===== config.mk =====
export PLATFORM = sky130hd
export DESIGN_NAME = ndiv_core
export DESIGN_NICKNAME = d
export VERILOG_FILES = /design/src/rtl/ndiv_pkg.sv /design/src/rtl/ndiv_ratio.sv /design/src/rtl/ndiv_count.sv /design/src/rtl/ndiv_pulse_out.sv /design/src/rtl/ndiv_core.sv
export SDC_FILE = /design/constraint.sdc
export NUM_CORES = 1
export LEC_CHECK = 0
export BUFFER_PORTS_ARGS = -buffer_cell sky130_fd_sc_hd__buf_2
export CORE_MARGIN = 2
export CORE_UTILIZATION = 58
export DETAILED_ROUTE_END_ITERATION = 6
export PLACE_DENSITY = 0.78
export SYNTH_ARGS = -nofsm -noshare
export SYNTH_HDL_FRONTEND = slang
export SYNTH_HIERARCHICAL = 1
export SYNTH_SLANG_ARGS = --single-unit

===== constraint.sdc =====
create_clock -name clk -period 3.4 [get_ports clk]
set_input_delay 0.68 -clock clk [delete_from_list [all_inputs] [get_ports clk]]
set_output_delay 0.68 -clock clk [all_outputs]
set_load 0.02 [all_outputs]

===== src/rtl/ndiv_pkg.sv =====
package ndiv_pkg;
  localparam int DEF_WIDTH  = 14;
  localparam int DEF_OFFSET = 856;
  localparam int DEF_MINDIV = 3;

  typedef enum logic {
    TRX_OFFSET = 1'b0,
    TRX_PLAIN  = 1'b1
  } trx_mode_e;
endpackage


===== src/rtl/ndiv_ratio.sv =====
module ndiv_ratio #(
  parameter int WIDTH  = ndiv_pkg::DEF_WIDTH,
  parameter int OFFSET = ndiv_pkg::DEF_OFFSET,
  parameter int MINDIV = ndiv_pkg::DEF_MINDIV
) (
  input  logic [WIDTH-1:0] n_word,
  input  logic             trx_sel,
  output logic [WIDTH-1:0] eff_div
);
  localparam logic [WIDTH:0]   MAXV = {1'b0, {WIDTH{1'b1}}};
  localparam logic [WIDTH:0]   MINV = (WIDTH+1)'(MINDIV);
  localparam logic [WIDTH:0]   OFFV = (WIDTH+1)'(OFFSET);

  logic [WIDTH:0] sum;

  generate
    if (OFFSET == 0) begin : g_no_add
      assign sum = {1'b0, n_word};
    end else begin : g_add
      always_comb begin
        sum = {1'b0, n_word};
        if (trx_sel == ndiv_pkg::TRX_OFFSET) sum = {1'b0, n_word} + OFFV;
      end
    end
  endgenerate

  always_comb begin
    if (sum > MAXV)      eff_div = MAXV[WIDTH-1:0];
    else if (sum < MINV) eff_div = MINV[WIDTH-1:0];
    else                 eff_div = sum[WIDTH-1:0];
  end
endmodule


===== src/rtl/ndiv_count.sv =====
module ndiv_count #(
  parameter int WIDTH = ndiv_pkg::DEF_WIDTH
) (
  input  logic             clk,
  input  logic             rst_n,
  input  logic             tick,
  input  logic [WIDTH-1:0] load_val,
  output logic             reload
);
  logic [WIDTH-1:0] remain;

  assign reload = tick && (remain == '0);

  always_ff @(posedge clk or negedge rst_n) begin
    if (!rst_n)      remain <= '0;
    else if (reload) remain <= load_val - WIDTH'(1);
    else if (tick)   remain <= remain - WIDTH'(1);
  end
endmodule


===== src/rtl/ndiv_pulse_out.sv =====
module ndiv_pulse_out (
  input  logic clk,
  input  logic rst_n,
  input  logic reload,
  output logic fv_pulse,
  output logic fv_ext
);
  always_ff @(posedge clk or negedge rst_n) begin
    if (!rst_n) begin
      fv_pulse <= 1'b0;
      fv_ext   <= 1'b0;
    end else begin
      fv_pulse <= reload;
      fv_ext   <= reload;
    end
  end
endmodule


===== src/rtl/ndiv_core.sv =====
module ndiv_core #(
  parameter int WIDTH  = ndiv_pkg::DEF_WIDTH,
  parameter int OFFSET = ndiv_pkg::DEF_OFFSET,
  parameter int MINDIV = ndiv_pkg::DEF_MINDIV
) (
  input  logic             clk,
  input  logic             rst_n,
  input  logic             tick,
  input  logic [WIDTH-1:0] n_word,
  input  logic             trx_sel,
  output logic             fv_pulse,
  output logic             fv_ext
);
  logic [WIDTH-1:0] eff_div;
  logic             reload;

  ndiv_ratio #(.WIDTH(WIDTH), .OFFSET(OFFSET), .MINDIV(MINDIV)) u_ratio (
    .n_word  (n_word),
    .trx_sel (trx_sel),
    .eff_div (eff_div)
  );

  ndiv_count #(.WIDTH(WIDTH)) u_count (
    .clk      (clk),
    .rst_n    (rst_n),
    .tick     (tick),
    .load_val (eff_div),
    .reload   (reload)
  );

  ndiv_pulse_out u_out (
    .clk      (clk),
    .rst_n    (rst_n),
    .reload   (reload),
    .fv_pulse (fv_pulse),
    .fv_ext   (fv_ext)
  );
endmodule


==> metrics.yaml <==
drt:
  wl_per_cell_um: 16.57
  finalWirelength_um: 4953
  drc: 0
  antenna_left: 0
  drtPass1Iterations: 5
  detail_route.vias_per_cell: 6.518
  vias: 1949
  drt-initial-drc-count: 187
finish:
  syn2layout_area_growth_pct: 24.58
  fillers: 201
  final_common_cell: "buf_4"
  fin_nets: 289
  post-route-util_pct: 75.38
  fin_area_um2: 2061
  final_cell_count_no_fill: 299
  n_antenna_cell: 0
  layout_common_cells: "36 x buf_4, 29 x nor2_1, 22 x nand2_1, 19 x buf_2, 18 x a21oi_1"
  layout-drive-gt1-share_pct: 29.48
global_route:
  grt_pass1_wl_um: 8300
  antenna_found_initial: 0
  grt_max_degree: 16
  grt-ovfl-total: 0
  grt_usage_pct: 31.99
  grt_pass1_vias: 1815
floorplan:
  rows: 19
  ios: 20
  die_w_um: 57.40
  coreArea_um2: 2734
  initial_core_util_pct: 60.50
  die_area_um2: 3295
  dieHeight_um: 57.40
sta:
  grt_setup_unrepaired: "no"
  finalCritPeriodShare_pct: 96.97
  period_minus_slack_ns: 3.297
  relSlewSlack_pct: 64.44
  fmax_ghz: 0.3033
  final_max_slew_viol_count: 0
  hold_violations: 0
  worst_pin_slew_ns: 0.5260
  setup_viol: 0
  tns_ns: 0
  fin_skew_ns: 0.001092
pwr:
  p_leak_nw: 0.9064
  p_per_area_nw_per_um2: 475.3
  vdd_drop_max_v: 0.0005541
  totalPowerFinal_mw: 0.9795
critical_path:
  crit_chain: "buf_2 > inv_1 > ha_1 > nor2b_1 > o21ai_1 > a211o_1 > and4bb_1 > nand4b_1 > nand3b_1 > a21oi_1 > ha_1 > and3b_1 > o211ai_1 > a21oi_1 > a21boi_0 > a211o_1"
  critPathKind: "input pin to flop"
  slowest_delay_ns: 0.32
  endpoint_kind: "flop"
  critPathRequiredTime_ns: 3.58
  crit_fanout: 4
  cp.arrival_ns: 3.48
  cpMaxStageDelayCell: "a211o_1"
  cp-start-kind: "input pin"
clocking:
  post_cts_buffers: 0
  h-tree-depth: 1
  root_buffer: "clkbuf_4"
  worstSkewPairLatency_ns: 0.29
  clock_path_buffers: 2
  clk_pin_slew_ns: 0.10
  cts_tree: "built"
  clock-sinks: 15
  cts_buffers: 3
logic_synthesis:
  synth-seq-area-share_pct: 22.69
  yosysWarnings: 6
  synthCells: 215
  yosysUniqueCellTypes: 65
  ys.flop_type: "dfrtp_1"
  yosys.area.top_type: "dfrtp_1"
  synth_seq_cells: 15
  yosys-top-cells-area: "dfrtp_1 23%, nor2_1 6.6%, a21oi_1 5.4%"
  synthArstFlopShare_pct: 100.0
  synth_edf_count: 0
  syn_area_per_cell_um2: 7.693
  synth_nets: 235
  netlist_area_um2: 1654
  synth_top_area_share_pct: 22.69
placement:
  port_buffers: 19
  placed_cells: 295
  place.gp.congestion: 0.9623
  placed_area_um2: 2019
  dp_hpwl_um: 3851
hold_path:
  hold_class: "input pin to asynchronous set/reset pin"
run:
  cap_violations: 0
status:
  status: "completed"
area by class of cell:
cell class	instances	area, um2	share of cell area, %
well taps	31	38.79	1.882
inverters	7	26.28	1.275
flip-flops and latches	15	375.4	18.21
multi-input cells	187	1229	59.62
clock buffers	4	26.28	1.275
repair buffers	55	365.4	17.73
sequential cells by signal, indices dropped and copies added (netlist names):
name,flops
u_count/remain,14
u_out/fv_ext,1
power breakdown:
part | switching [mW] | internal, mW | total, mW
combinational | 0.286 | 0.226 | 0.512
clock | 0.0633 | 0.0457 | 0.109
sequential | 0.110 | 0.249 | 0.359
total | 0.459 | 0.521 | 0.980
routing by layer:
layer / track usage, % / share of wire, %
met5: 0 / 0
met1: 42.94 / 43
met2: 49.03 / 46
met3: 5.896 / 8.5
met4: 16.28 / 3.2
repair_timing:
action                                  CTS  global route
resized for setup                         0             3
endpoints found under the setup margin    0             7
hold buffers                              0             0
logic make-up after synthesis:
| logic type | after synthesis | synth area share, % |
|---|---|---|
| buf+inv | 13 | 3.933 |
| mux | 5 | 3.404 |
| simple gates | 106 | 35.63 |
| flops | 15 | 22.69 |
| fa+ha+maj | 2 | 1.513 |
| xor+xnor | 7 | 3.707 |
| compound gates | 67 | 29.12 |
path summary, 6_finish.rpt:
check / from / to / slack, ns / cells past startpoint
setup / recovery: n_word[3] / u_count/remain[10]$_DFFE_PN0P_ / 0.10 / 16
hold / removal: rst_n / u_count/remain[8]$_DFFE_PN0P_ / 0.28 / 1
setup reg to reg: u_count/remain[9]$_DFFE_PN0P_ / u_count/remain[10]$_DFFE_PN0P_ / 0.68 / 10
hold reg to reg: u_count/remain[13]$_DFFE_PN0P_ / u_count/remain[13]$_DFFE_PN0P_ / 0.56 / 1
max in group asynchronous: rst_n / u_count/remain[1]$_DFFE_PN0P_ / 2.86 / 1
min in group clk: u_count/remain[13]$_DFFE_PN0P_ / u_count/remain[13]$_DFFE_PN0P_ / 0.56 / 1
per-stage QoR:
stage | setup WS (ns) | hold slack, ns
floorplan | 0.01866 | 0.3844
global placement | -0.1067 | 0.5206
detailed placement | -0.2351 | 0.5378
CTS | 0.07880 | 0.2904
global route | 0.02004 | 0.3052
finish | 0.1032 | 0.2794
Yosys cell counts, types with 2 or more instances:
master and count:
a31oi_1 3, a21oi_1 18, dfrtp_1 15, nor2b_1 5
nand2b_1 3, or4_4 2, ha_1 2, mux2i_1 3
xnor2_1 4, nor3_1 8, or3_1 3, a211o_1 5
inv_1 7, nor4b_1 2, o211ai_1 3, o21a_1 2
nor4_1 5, or2_2 2, o21ai_1 3, nand3_1 5
o21bai_1 2, nand3b_1 4, buf_4 2, clkbuf_1 2
nor2_1 29, and3_4 2, nand4b_1 2, xor2_1 3
o21ai_0 10, a211oi_1 2, o211ai_2 2, nand2_1 22
critical path, delay by kind of cell:
kind | cells | cell delay [ns]
AO/OA/AOI/OAI | 7 | 1.46
AND/OR/NAND/NOR | 5 | 0.78
adder cells (fa/ha/maj) | 2 | 0.44
buffers and inverters | 2 | 0.13
(Power assumes the default switching activity.)
